## config.mk

```make
export PLATFORM = sky130hd
export DESIGN_NAME = bcd_xfer_seq
export DESIGN_NICKNAME = d
export VERILOG_FILES = /design/src/rtl/bxs_pkg.sv /design/src/rtl/bxs_dabble.sv /design/src/rtl/bxs_guard.sv /design/src/rtl/bcd_xfer_seq.sv
export SDC_FILE = /design/constraint.sdc
export NUM_CORES = 1
export LEC_CHECK = 0
export BUFFER_PORTS_ARGS = -buffer_cell sky130_fd_sc_hd__buf_2
export CAP_MARGIN = 20
export CORE_UTILIZATION = 48
export DETAILED_ROUTE_END_ITERATION = 12
export GPL_TIMING_DRIVEN = 0
export PLACE_DENSITY = 0.81
export SLEW_MARGIN = 20
export SYNTH_ARGS = -nofsm -noshare
export SYNTH_HDL_FRONTEND = slang
export SYNTH_SLANG_ARGS = --single-unit
```

## constraint.sdc

```tcl
create_clock -name clk -period 4.3 [get_ports clk]
set_input_delay 0.86 -clock clk [delete_from_list [all_inputs] [get_ports clk]]
set_output_delay 0.86 -clock clk [all_outputs]
set_load 0.02 [all_outputs]
```

## src/rtl/bxs_pkg.sv

```systemverilog
package bxs_pkg;

    typedef enum logic [1:0] {
        OP_DIGITS = 2'b00,
        OP_STORE  = 2'b01,
        OP_LOAD   = 2'b10,
        OP_NONE   = 2'b11
    } bxs_op_e;

    typedef enum logic [2:0] {
        S_IDLE,
        S_DIGITS,
        S_STORE,
        S_LOAD,
        S_LOAD_TAIL,
        S_FINISH
    } bxs_state_e;

endpackage

```

## src/rtl/bxs_dabble.sv

```systemverilog
// Binary to packed decimal conversion by shift-and-add-3.
module bxs_dabble #(
    parameter int BIN_W = 8,
    parameter int DIG   = 3
) (
    input  logic [BIN_W-1:0] bin,
    output logic [4*DIG-1:0] dec
);
    always_comb begin
        logic [4*DIG-1:0] acc;
        acc = '0;
        for (int b = BIN_W - 1; b >= 0; b--) begin
            for (int d = 0; d < DIG; d++) begin
                if (acc[4*d +: 4] >= 4'd5)
                    acc[4*d +: 4] = acc[4*d +: 4] + 4'd3;
            end
            acc = {acc[4*DIG-2:0], bin[b]};
        end
        dec = acc;
    end
endmodule

```

## src/rtl/bxs_guard.sv

```systemverilog
// Write-protection compare: writes are allowed only at or above LIMIT.
module bxs_guard #(
    parameter int ADDR_W = 12,
    parameter int LIMIT  = 512
) (
    input  logic [ADDR_W-1:0] addr,
    output logic              allowed
);
    generate
        if (LIMIT <= 0) begin : g_open
            assign allowed = 1'b1;
        end else begin : g_cmp
            assign allowed = (addr >= ADDR_W'(LIMIT));
        end
    endgenerate
endmodule

```

## src/rtl/bcd_xfer_seq.sv

```systemverilog
module bcd_xfer_seq
    import bxs_pkg::*;
#(
    parameter int ADDR_W     = 12,
    parameter int DATA_W     = 8,
    parameter int IDX_W      = 16,
    parameter int SEL_W      = 4,
    parameter int PROT_LIMIT = 512
) (
    input  logic              clk,
    input  logic              rst_n,
    input  logic              start,
    input  logic [1:0]        op,
    input  logic [SEL_W-1:0]  xsel,
    input  logic [IDX_W-1:0]  idx,
    output logic [SEL_W-1:0]  rf_raddr,
    input  logic [DATA_W-1:0] rf_rdata,
    output logic              rf_we,
    output logic [SEL_W-1:0]  rf_waddr,
    output logic [DATA_W-1:0] rf_wdata,
    output logic [ADDR_W-1:0] mem_addr,
    output logic [DATA_W-1:0] mem_wdata,
    output logic              mem_we,
    output logic              mem_re,
    input  logic [DATA_W-1:0] mem_rdata,
    output logic              busy,
    output logic              done,
    output logic              fault
);
    localparam int DIG   = (DATA_W * 3 + 9) / 10;
    localparam int DEC_W = 4 * DIG;

    bxs_state_e        state_q, state_d;
    logic [SEL_W-1:0]  cnt_q;
    logic [SEL_W-1:0]  last_q;
    logic [ADDR_W-1:0] base_q;
    logic [DEC_W-1:0]  digits_q;
    logic              ld_pend_q;
    logic [SEL_W-1:0]  ld_reg_q;
    logic              fault_q;

    logic [DEC_W-1:0]  digits_w;
    logic [ADDR_W-1:0] addr_w;
    logic              wr_allowed;
    logic              wr_want;
    logic              wr_block;
    logic [3:0]        dig_sel;
    logic              unused_idx_hi;

    assign unused_idx_hi = ^idx[IDX_W-1:ADDR_W];

    bxs_dabble #(.BIN_W(DATA_W), .DIG(DIG)) u_dabble (
        .bin (rf_rdata),
        .dec (digits_w)
    );

    assign addr_w = base_q + ADDR_W'(cnt_q);

    bxs_guard #(.ADDR_W(ADDR_W), .LIMIT(PROT_LIMIT)) u_guard (
        .addr    (addr_w),
        .allowed (wr_allowed)
    );

    assign wr_want  = (state_q == S_DIGITS) || (state_q == S_STORE);
    assign wr_block = wr_want && !wr_allowed;

    // Digit for the current step: most significant first.
    always_comb begin
        dig_sel = '0;
        for (int d = 0; d < DIG; d++) begin
            if (cnt_q == SEL_W'(DIG - 1 - d))
                dig_sel = digits_q[4*d +: 4];
        end
    end

    // Next-state selection
    always_comb begin
        state_d = state_q;
        unique case (state_q)
            S_IDLE: begin
                if (start) begin
                    unique case (bxs_op_e'(op))
                        OP_DIGITS: state_d = S_DIGITS;
                        OP_STORE:  state_d = S_STORE;
                        OP_LOAD:   state_d = S_LOAD;
                        OP_NONE:   state_d = S_IDLE;
                    endcase
                end
            end
            S_DIGITS: begin
                if (wr_block)                          state_d = S_IDLE;
                else if (cnt_q == SEL_W'(DIG - 1))     state_d = S_FINISH;
            end
            S_STORE: begin
                if (wr_block)                          state_d = S_IDLE;
                else if (cnt_q == last_q)              state_d = S_FINISH;
            end
            S_LOAD: begin
                if (cnt_q == last_q)                   state_d = S_LOAD_TAIL;
            end
            S_LOAD_TAIL:                               state_d = S_FINISH;
            S_FINISH:                                  state_d = S_IDLE;
            default:                                   state_d = S_IDLE;
        endcase
    end

    // State register and sequencing registers
    always_ff @(posedge clk) begin
        if (!rst_n) begin
            state_q   <= S_IDLE;
            cnt_q     <= '0;
            last_q    <= '0;
            base_q    <= '0;
            digits_q  <= '0;
            ld_pend_q <= 1'b0;
            ld_reg_q  <= '0;
            fault_q   <= 1'b0;
        end else begin
            state_q   <= state_d;
            cnt_q     <= (state_d != state_q || state_q == S_IDLE) ? '0 : cnt_q + 1'b1;
            ld_pend_q <= (state_q == S_LOAD);
            ld_reg_q  <= cnt_q;
            fault_q   <= fault_q | wr_block;
            if (state_q == S_IDLE && start) begin
                last_q   <= xsel;
                base_q   <= idx[ADDR_W-1:0];
                digits_q <= digits_w;
            end
        end
    end

    // Outputs
    always_comb begin
        rf_raddr  = (state_q == S_STORE) ? cnt_q : xsel;
        mem_addr  = addr_w;
        mem_we    = wr_want && wr_allowed;
        mem_re    = (state_q == S_LOAD);
        mem_wdata = (state_q == S_STORE) ? rf_rdata : DATA_W'(dig_sel);
        rf_we     = ld_pend_q;
        rf_waddr  = ld_reg_q;
        rf_wdata  = mem_rdata;
        busy      = (state_q != S_IDLE);
        done      = (state_q == S_FINISH);
        fault     = fault_q;
    end
endmodule

```

==> results by group, run 1 <==
Run status
  • Status: complete, no violations

Global route
  • GRT overflow: 0
  • Vias in the first global route: roughly 2500
  • Global-route wire length before repair: 11200 microns
  • Total GRT Usage: 21.9%
  • Antenna violations before repair: 0
  • Largest net degree at the start of global routing: 13

Drt
  • DR iter-0 viols: ~110
  • Antenna Violating Nets Remaining: 0
  • Vias/cell: 5.46
  • Drc violations: 0
  • WL final: 7010 microns
  • Pre-Repair DR Iteration Count: 4
  • Avg WL per Cell: 13.3 microns
  • Vias: 2871

Worst setup path
  • Kind of end point of the critical path: register
  • Critical path's slowest cell: mux2_4
  • Worst path max stage delay: 0.38 ns
  • WS Path Type: input pin to register
  • Required time of the critical path: between 4 and 5 ns
  • Critical-path cell list: buf_2 -> inv_1 -> ha_1 -> o21ai_1 -> xnor2_2 -> ha_2 -> nand2b_1 -> a32oi_2 -> mux2_4 -> a21oi_1 -> mux2i_4 -> ha_1 -> o21ai_0 -> mux2_2 -> a21oi_1 -> a32o_1
  • CP Launch Type: input pin
  • Worst-path maximum fanout: 9
  • Worst R2R Setup Slack: ~1.1 ns
  • Buf/Inv on CP: 2
  • WP data arrival: 4.28 ns
  • Worst path top cell family by delay: compound AO/OA/AOI/OAI gates

Final layout
  • Antenna diodes: 0
  • Layout cell share with drive strength beyond 1: 24.2%
  • Area Overhead vs Synth: 20.2%
  • Final Util: between 60% and 70%
  • Nets@finish: 509

Logic synthesis
  • Avg Inst Size Synth: 7.94 sq um
  • Syn nets: 432
  • Sequential area share after synthesis: between 20% and 30%
  • Ys Warns: 0
  • Post-synth top area share: about a quarter
  • Yosys top cell by area: dfxtp_1
  • Top_reg_cell synth: dfxtp_1
  • Asr flop ratio synth: 0%
  • Flops & latches, synth: 39
  • EDFF count, synth: 0
  • Post-synth top cells: nand2_1, dfxtp_1, nor2_1
  • Synth unique cells: 59
  • Mapped cell area: 2960 sq um
  • Area contributors post-synth: dfxtp_1, nand2_1, ha_1
  • Top-count cell post-synth: nand2_1
  • Syn Inst Count: 373

STA
  • Final hold slack: 0.472 ns
  • Slew Limit Headroom: 48.4%
  • Worst Tran Pin Value: 0.773 ns
  • Clk_skew: between 0.006 and 0.007 ns
  • Unrepaired setup endpoints after global routing: no
  • Slew Limit Fails: 0
  • Final Critical Period: 4.09 ns
  • Final setup violation count: 0
  • Hold Fails Final Rpt: 0
  • Final critical-path share of the clock period: 95.1%
  • Max Freq: between 200 and 250 MHz

CTS
  • Hold-fix buffers at CTS: 0
  • Clk root buf: clkbuf_8
  • Clk pin slew, worst setup/hold paths: approximately 0.070 ns
  • Cts bufs inserted: 5
  • CTS max path bufs: 2
  • TritonCTS clock tree: done
  • Clk Latency, worst-skew pair: approximately 0.30 ns
  • CTS H-tree depth: 2
  • Total clock sinks: 39

Power
  • Pwr dens: 337 nW/um^2
  • Leak: 1.66 nW
  • Combinational Power Share: 38.9%
  • Clock power frac: 26.5%
  • Switch Pwr: 0.418 mW
  • Pwr Total: 1.20 mW
  • Sw Share: 34.9%
  • Flop pwr share: between 30% and 40%
  • Pint: roughly 0.78 mW
  • VDD IR-drop max: 0.165 mV

Placement
  • RD Place Congestion: 0.833
  • Buffers on Ports: 68
  • DPL Wire Length: ~5300 microns

Die
  • # IOs: 83
  • Num rows: 28
  • Core Region: 5920 sq um
  • Die width: 80.5 microns
  • Die H: 80.5 microns
  • Die ar.: 6490 sq um
  • Initial core utilization: 50.0%

Hold path
  • Hold/Removal Path Class: register to register

Run
  • Max-cap viol count: 0
-- layer usage --
layer | up-vias | global-route usage (%) | routed length, microns
met5 | - | 0 | 0
li1 | 1437 | - | -
met3 | 8 | 4.09 | 357
met4 | 0 | 6.79 | 63
met2 | 86 | 37.0 | 3430
met1 | 1340 | 27.8 | 3160
-- power groups by stage --
stage	clock network (mW)	logic, mW	registers [mW]
floorplan	0	0.344	0.418
global placement	0	0.434	0.421
detailed placement	0	0.447	0.422
CTS	0.325	0.453	0.414
global route	0.342	0.507	0.419
finish	0.318	0.466	0.415
-- final timing paths --
kind,startpoint,endpoint,depth (start not counted)
min,fault,fault,1
max reg2reg,cnt_q[0],cnt_q[3],11
max,rf_rdata[6],digits_q[5],16
min reg2reg,fault,fault,1
-- repair_timing --
item	4_1_cts	5_1_grt
setup buffers	1	2
cloned	0	0
pin swaps	1	2
resized for setup	1	4
endpoints found under the setup margin	8	8
-- kinds of logic after synthesis --
kind of cell / Yosys count / share of synthesized area [%]
AND/OR/NAND/NOR: 134 / 21.2
flip-flops: 39 / 26.4
XOR/XNOR: 25 / 8.37
AO/OA/AOI/OAI: 97 / 23.2
buffers and inverters: 44 / 6.85
multiplexers: 16 / 6.21
adder cells (fa/ha/maj): 18 / 7.86
-- final cells by class --
class,instances,area [sq um]
clock inverters,2,35.0
multi-input cells,290,2010
inverters,13,48.8
plain buffers,30,150
fillers,548,2360
repair buffers,71,363
clock buffers,6,82.6
well taps,75,93.8
flip-flops and latches,39,781
-- state kept, by name (all words and copies together) (netlist names) --
name / flops
last_q: 4
fault: 1
cnt_q: 4
base_q: 12
rf_waddr: 4
rf_we: 1
digits_q: 10
state_q: 3
-- cell usage in the layout, fill, tap and decap left out, types with 5 or more instances in the layout --
| master | instances |
|---|---|
| nand2_1 | 62 |
| inv_1 | 13 |
| a21oi_1 | 17 |
| dfxtp_1 | 39 |
| and2_1 | 11 |
| nand3_1 | 6 |
| buf_4 | 11 |
| nor2_1 | 24 |
| clkbuf_1 | 19 |
| a21boi_0 | 18 |
| xor2_1 | 9 |
| clkbuf_8 | 6 |
| xnor2_1 | 11 |
| mux2_2 | 8 |
| o21ai_0 | 16 |
| mux2i_1 | 5 |
| nor2b_1 | 5 |
| ha_1 | 15 |
| buf_2 | 68 |
| nand2b_1 | 5 |
-- stage by stage --
stage | instances | setup WS, ns | setup TNS [ns] | cell area [sq um]
after floorplan | 373 | 0.0820 | 0 | 2970
after global placement | 516 | -0.346 | -2.29 | 3400
after detailed placement | 516 | -0.447 | -3.22 | 3400
after CTS | 524 | 0.0477 | 0 | 3530
after global routing | 526 | 0.0104 | 0 | 3560
final | 526 | 0.213 | 0 | 3560
Note: power is estimated with default switching activity, not from simulation.
==> run 2, diff against run 1 <==
--- a/config.mk
+++ b/config.mk
@@ -7,6 +7,7 @@
 export LEC_CHECK = 0
 export BUFFER_PORTS_ARGS = -buffer_cell sky130_fd_sc_hd__buf_2
 export CAP_MARGIN = 20
+export CORE_MARGIN = 10
 export CORE_UTILIZATION = 48
 export DETAILED_ROUTE_END_ITERATION = 12
 export GPL_TIMING_DRIVEN = 0
==> results by group, run 2 (synthesis gave the netlist of run 1 again) <==
Run status
  • Status: complete, no violations (unchanged)

Drt
  • DR iter-0 viols: 164 (was 111)
  • Drc violations: 0 (unchanged)
  • WL final: 7700 microns (was 7010 microns)
  • Antenna Violating Nets Remaining: 0 (unchanged)
  • Vias/cell: 5.42 (was 5.46)
  • Pre-Repair DR Iteration Count: 4 (unchanged)
  • Avg WL per Cell: 14.6 microns (was 13.3 microns)
  • Vias: 2857 (was 2871)

Final layout
  • Fill cells: 543 (was 548)
  • Leading cell type in the layout, fill and taps excluded: buf_2 (unchanged)
  • Antenna diodes: 0 (unchanged)
  • Final Util: 59.8% (was 60.1%)
  • Nets@finish: 510 (was 509)
  • Layout cell share with drive strength beyond 1: 25.4% (was 24.2%)
  • Commonest cells after routing, fill and taps aside: buf_2, nand2_1, dfxtp_1 (unchanged)
  • Reg area: 781 sq um (unchanged)
  • Multi-input gate area: 2030 sq um (was 2010 sq um)
  • Largest register FFs: 12 (unchanged)
  • Final cell count without fillers: 527 (was 526)
  • Top Registers: base_q (12), digits_q (10) (unchanged)
  • Reg with most FFs: base_q (unchanged)
  • Area Overhead vs Synth: 20.2% (unchanged)

STA
  • Setup TNS Final: 0 ns (unchanged)
  • Max Freq: 245 MHz (about the same)
  • Final critical-path share of the clock period: 94.9% (was 95.1%)
  • Slew Limit Headroom: 47.7% (was 48.4%)
  • Final hold slack: 0.473 ns (was 0.472 ns)
  • Clk_skew: 0.00310 ns (was 0.00656 ns)
  • Hold Fails Final Rpt: 0 (unchanged)
  • Final Critical Period: 4.08 ns (was 4.09 ns)
  • Final setup violation count: 0 (unchanged)
  • Slew Limit Fails: 0 (unchanged)
  • Worst Tran Pin Value: 0.783 ns (was 0.773 ns)

CTS
  • Cts bufs inserted: 5 (unchanged)
  • Clk root buf: clkbuf_8 (unchanged)
  • CTS max path bufs: 2 (unchanged)
  • Clk pin slew, worst setup/hold paths: 0.08 ns (was 0.07 ns)
  • Hold-fix buffers at CTS: 0 (unchanged)
  • CTS H-tree depth: 2 (unchanged)
  • Total clock sinks: 39 (unchanged)
  • Clk Latency, worst-skew pair: 0.30 ns (about the same)
  • TritonCTS clock tree: done (unchanged)

Worst setup path
  • Critical-path cell list: buf_2 -> inv_1 -> ha_1 -> o21ai_2 -> xnor2_2 -> ha_2 -> nand2b_1 -> a32oi_2 -> xnor2_2 -> ha_2 -> nor2b_1 -> o21a_4 -> mux2_4 -> o21ba_4 -> xnor2_2 -> or3_1 -> a31oi_1 (was buf_2 -> inv_1 -> ha_1 -> o21ai_1 -> xnor2_2 -> ha_2 -> nand2b_1 -> a32oi_2 -> mux2_4 -> a21oi_1 -> mux2i_4 -> ha_1 -> o21ai_0 -> mux2_2 -> a21oi_1 -> a32o_1)
  • Crit-path most repeated cell: xnor2_2
  • WS Path Type: input pin to register (unchanged)
  • Worst path max stage delay: 0.39 ns (was 0.38 ns)
  • WP data arrival: 4.32 ns (was 4.28 ns)
  • Kind of end point of the critical path: register (unchanged)
  • Required time of the critical path: 4.54 ns (was 4.49 ns)
  • Critical path's slowest cell: or3_1 (was mux2_4)
  • Worst-path maximum fanout: 7 (was 9)
  • CP Launch Type: input pin (unchanged)

Global route
  • M2 GR Usage: 25.5% (was 37.0%)
  • Vias in the first global route: 2768 (was 2519)
  • GR Layer Usage met3: 4.96% (was 4.09%)
  • Global-route wire length before repair: 13000 microns (was 11200 microns)
  • GRT overflow: 0 (unchanged)
  • GR peak layer: met2 (unchanged)
  • Largest net degree at the start of global routing: 13 (unchanged)
  • Met1 usage: 18.7% (was 27.8%)
  • Antenna violations before repair: 0 (unchanged)
  • Total GRT Usage: 15.4% (was 21.9%)

Die
  • Num rows: 28 (unchanged)
  • Die H: 98.5 microns (was 80.5 microns)
  • Core Region: 5960 sq um (was 5920 sq um)
  • # IOs: 83 (unchanged)
  • Die width: 98.5 microns (was 80.5 microns)
  • Die ar.: 9710 sq um (was 6490 sq um)
  • Initial core utilization: 49.7% (was 50.0%)

Placement
  • RD Place Congestion: 0.892 (was 0.833)
  • Buffers on Ports: 68 (unchanged)
  • Inst Count DP: 516 (unchanged)
  • DPL Wire Length: 5990 microns (was 5260 microns)

Power
  • VDD IR-drop max: 0.166 mV (was 0.165 mV)
  • Leak: 1.65 nW (was 1.66 nW)
  • Pwr dens: 320 nW/um^2 (was 337 nW/um^2)

Run
  • Max-cap viol count: 0 (unchanged)

Hold path
  • Hold/Removal Path Class: register to register (unchanged)
run 2: stage by stage:
stage / area (sq um) / setup WS, ns / power, mW
global placement: 3400 / -0.340 / 0.859
detailed placement: 3400 / -0.497 / 0.871
finish: 3560 / 0.219 / 1.14
CTS: 3490 / 0.0464 / 1.12
global route: 3560 / -0.0100 / 1.22
floorplan: 2970 / 0.0820 / 0.762
run 2: worst max-delay path, delay by kind of cell:
| kind | cells | cell delay [ns] |
|---|---|---|
| mux | 1 | 0.33 |
| fa+ha+maj | 3 | 0.69 |
| xor+xnor | 3 | 0.46 |
| buf+inv | 2 | 0.22 |
| compound gates | 5 | 1.07 |
| simple gates | 3 | 0.67 |
run 2: repair_timing:
action	in CTS	in global routing
setup buffers	1	3
setup endpoints to repair	8	8
gates resized for setup	1	11
pin swaps	1	1
hold endpoints to repair	0	0
run 2: per-layer routing:
| layer | share of wire [%] | wire length, microns |
|---|---|---|
| met3 | 6.8 | 522 |
| met1 | 44 | 3360 |
| met5 | 0 | 0 |
| met4 | 1.3 | 102 |
| met2 | 48 | 3710 |
run 2: layout make-up:
cell class              instances  share of cell area (%)
flip-flops and latches         39                    21.9
plain buffers                  30                    4.25
clock inverters                 3                   0.422
clock buffers                   5                    1.93
repair buffers                 72                    10.4
multi-input cells             290                    57.0
inverters                      13                    1.37
well taps                      75                    2.64
run 2: worst paths after layout:
kind	from	end	slack (ns)	cells past startpoint
max reg2reg	cnt_q[0]	cnt_q[3]	1.11	11
max	rf_rdata[6]	digits_q[7]	0.22	17
min	fault	fault	0.47	1
min reg2reg	fault	fault	0.47	1
run 2: power breakdown:
group,leakage [nW],switching [mW],total [mW],internal [mW]
clock,0.0477,0.136,0.247,0.111
sequential,0.319,0.0232,0.415,0.392
combinational,1.29,0.267,0.479,0.212
total,1.65,0.426,1.14,0.714
==> run 3, diff against run 2 <==
--- a/config.mk
+++ b/config.mk
@@ -11,7 +11,7 @@
 export CORE_UTILIZATION = 48
 export DETAILED_ROUTE_END_ITERATION = 12
 export GPL_TIMING_DRIVEN = 0
-export PLACE_DENSITY = 0.81
+export PLACE_DENSITY = 0.77
 export SLEW_MARGIN = 20
 export SYNTH_ARGS = -nofsm -noshare
 export SYNTH_HDL_FRONTEND = slang
==> results by group, run 3 (synthesis gave the netlist of run 1 again) <==
Global route
  • Total GRT Usage: 15.9% (was 15.4%)
  • M2 GR Usage: 26.0% (was 25.5%)
  • Vias in the first global route: 2746 (was 2768)
  • GRT overflow: 0 (unchanged)
  • Global-route wire length before repair: 13200 microns (was 13000 microns)
  • GR Layer Usage met3: 4.26% (was 4.96%)
  • Antenna violations before repair: 0 (unchanged)
  • Largest net degree at the start of global routing: 13 (unchanged)
  • Met1 usage: 19.9% (was 18.7%)
  • GR peak layer: met2 (unchanged)

STA
  • Final setup violation count: 0 (unchanged)
  • Clk_skew: 0.00536 ns (was 0.00310 ns)
  • Hold Fails Final Rpt: 0 (unchanged)
  • Slew Limit Headroom: 51.2% (was 47.7%)
  • Final Critical Period: 4.00 ns (was 4.08 ns)
  • Max Freq: 250 MHz (was 245 MHz)
  • Final hold slack: 0.472 ns (was 0.473 ns)
  • Setup TNS Final: 0 ns (unchanged)
  • Slew Limit Fails: 0 (unchanged)
  • Final critical-path share of the clock period: 92.9% (was 94.9%)
  • Worst Tran Pin Value: 0.730 ns (was 0.783 ns)

CTS
  • TritonCTS clock tree: done (unchanged)
  • Hold-fix buffers at CTS: 0 (unchanged)
  • CTS H-tree depth: 2 (unchanged)
  • Clk pin slew, worst setup/hold paths: 0.08 ns (about the same)
  • Clk Latency, worst-skew pair: 0.30 ns (about the same)
  • Cts bufs inserted: 5 (unchanged)
  • CTS max path bufs: 2 (unchanged)
  • Total clock sinks: 39 (unchanged)
  • Clk root buf: clkbuf_8 (unchanged)

Power
  • Leak: 1.66 nW (was 1.65 nW)
  • Pwr dens: 337 nW/um^2 (was 320 nW/um^2)
  • VDD IR-drop max: 0.155 mV (was 0.166 mV)

Worst setup path
  • Required time of the critical path: 4.54 ns (about the same)
  • Kind of end point of the critical path: register (unchanged)
  • R2r startpoint: cnt_q[0] (unchanged)
  • Worst-path maximum fanout: 7 (unchanged)
  • Reg2Reg Capture Point: cnt_q[2] (was cnt_q[3])
  • CP Launch Type: input pin (unchanged)
  • WS Path Type: input pin to register (unchanged)
  • Worst R2R Setup Slack: 1.03 ns (was 1.11 ns)
  • Reg2reg path depth: 11 (unchanged)
  • WP data arrival: 4.23 ns (was 4.32 ns)

Drt
  • Drc violations: 0 (unchanged)
  • Vias: 2798 (was 2857)
  • Antenna Violating Nets Remaining: 0 (unchanged)
  • Pre-Repair DR Iteration Count: 4 (unchanged)
  • WL final: 7900 microns (was 7700 microns)
  • Vias/cell: 5.33 (was 5.42)
  • Avg WL per Cell: 15.0 microns (was 14.6 microns)
  • DR iter-0 viols: 222 (was 164)

Final layout
  • Area Overhead vs Synth: 20.9% (was 20.2%)
  • Final Util: 60.1% (was 59.8%)
  • Largest register FFs: 12 (unchanged)
  • Antenna diodes: 0 (unchanged)
  • Fill cells: 552 (was 543)
  • Commonest cells after routing, fill and taps aside: buf_2, nand2_1, dfxtp_1 (unchanged)
  • Multi-input gate area: 2030 sq um (about the same)
  • Nets@finish: 508 (was 510)
  • Final Cell Area: 3580 sq um (was 3560 sq um)
  • Reg area: 781 sq um (unchanged)
  • Top Registers: base_q (12), digits_q (10) (unchanged)
  • Reg with most FFs: base_q (unchanged)
  • Layout cell share with drive strength beyond 1: 24.9% (was 25.4%)
  • Leading cell type in the layout, fill and taps excluded: buf_2 (unchanged)

Die
  • Die H: 98.5 microns (unchanged)
  • # IOs: 83 (unchanged)
  • Core Region: 5960 sq um (unchanged)
  • Num rows: 28 (unchanged)
  • Die width: 98.5 microns (unchanged)
  • Initial core utilization: 49.7% (unchanged)
  • Die ar.: 9710 sq um (unchanged)

Hold path
  • Hold Path Depth: 2 (was 1)
  • Hold/Removal Path Class: register to register (unchanged)
  • Hold EP: digits_q[8] (was fault)
  • Hold_sp: digits_q[8] (was fault)

Placement
  • Buffers on Ports: 68 (unchanged)
  • DPL Wire Length: 6070 microns (was 5990 microns)
  • RD Place Congestion: 0.913 (was 0.892)
  • Placed cell area: 3400 sq um (unchanged)

Run
  • Max-cap viol count: 0 (unchanged)

Run status
  • Status: complete, no violations (unchanged)
run 3: changes by cell type in the layout (fill, tap and decap cells not counted), sizes merged:
| cell | before | now |
|---|---|---|
| buf | 83 | 81 |
| bufinv | 0 | 1 |
| clkbuf | 24 | 25 |
| clkinv | 3 | 1 |
run 3: repair_timing:
action	in CTS	in global routing
pin swaps	1	2
setup endpoints to repair	8	8
resized for setup	1	9
buffers inserted	2	0
run 3: final cells by class:
class,instances,area share [%]
Multi-Input combinational cell,290,56.8
Tap cell,75,2.62
Timing Repair Buffer,70,9.93
Clock inverter,2,0.979
Buffer,30,4.20
Clock buffer,6,2.31
Sequential cell,39,21.8
Inverter,13,1.36
run 3: routing by layer:
metal	part of all wire, %	vias up
met3	5.8	10
met4	1.5	0
met5	0	-
li1	-	1435
met2	49	70
met1	44	1283
run 3: how the worst max path moves through the flow:
stage,start,end,depth (start not counted)
after floorplan,rf_rdata[6],digits_q[7],17
after detailed placement,rf_rdata[6],digits_q[7],18
after global routing,rf_rdata[6],digits_q[7],17
after CTS,rf_rdata[6],digits_q[7],17
after global placement,rf_rdata[6],digits_q[7],18
final,rf_rdata[6],digits_q[7],17
run 3: per-stage QoR:
stage / instances / setup slack [ns] / total power, mW
finish: 525 / 0.304 / 1.21
global route: 525 / -0.00709 / 1.28
CTS: 525 / 0.0906 / 1.20
detailed placement: 516 / -0.458 / 0.872
global placement: 516 / -0.357 / 0.861
floorplan: 373 / 0.0820 / 0.762
run 3: critical path, cell delays in order:
cell,delay (ns)
buf_2,0.15
inv_1,0.07
ha_1,0.25
o21ai_2,0.19
xnor2_2,0.15
ha_2,0.23
nand2b_1,0.08
a32oi_2,0.28
xnor2_2,0.18
ha_2,0.21
nor2b_2,0.16
o21a_4,0.18
mux2_4,0.34
o21ba_4,0.26
xnor2_2,0.11
or3_1,0.37
a31oi_1,0.15
run 3: power by group:
group | internal (mW) | leakage, nW | switching (mW)
combinational | 0.203 | 1.28 | 0.265
clock | 0.188 | 0.0612 | 0.134
sequential | 0.392 | 0.319 | 0.0232
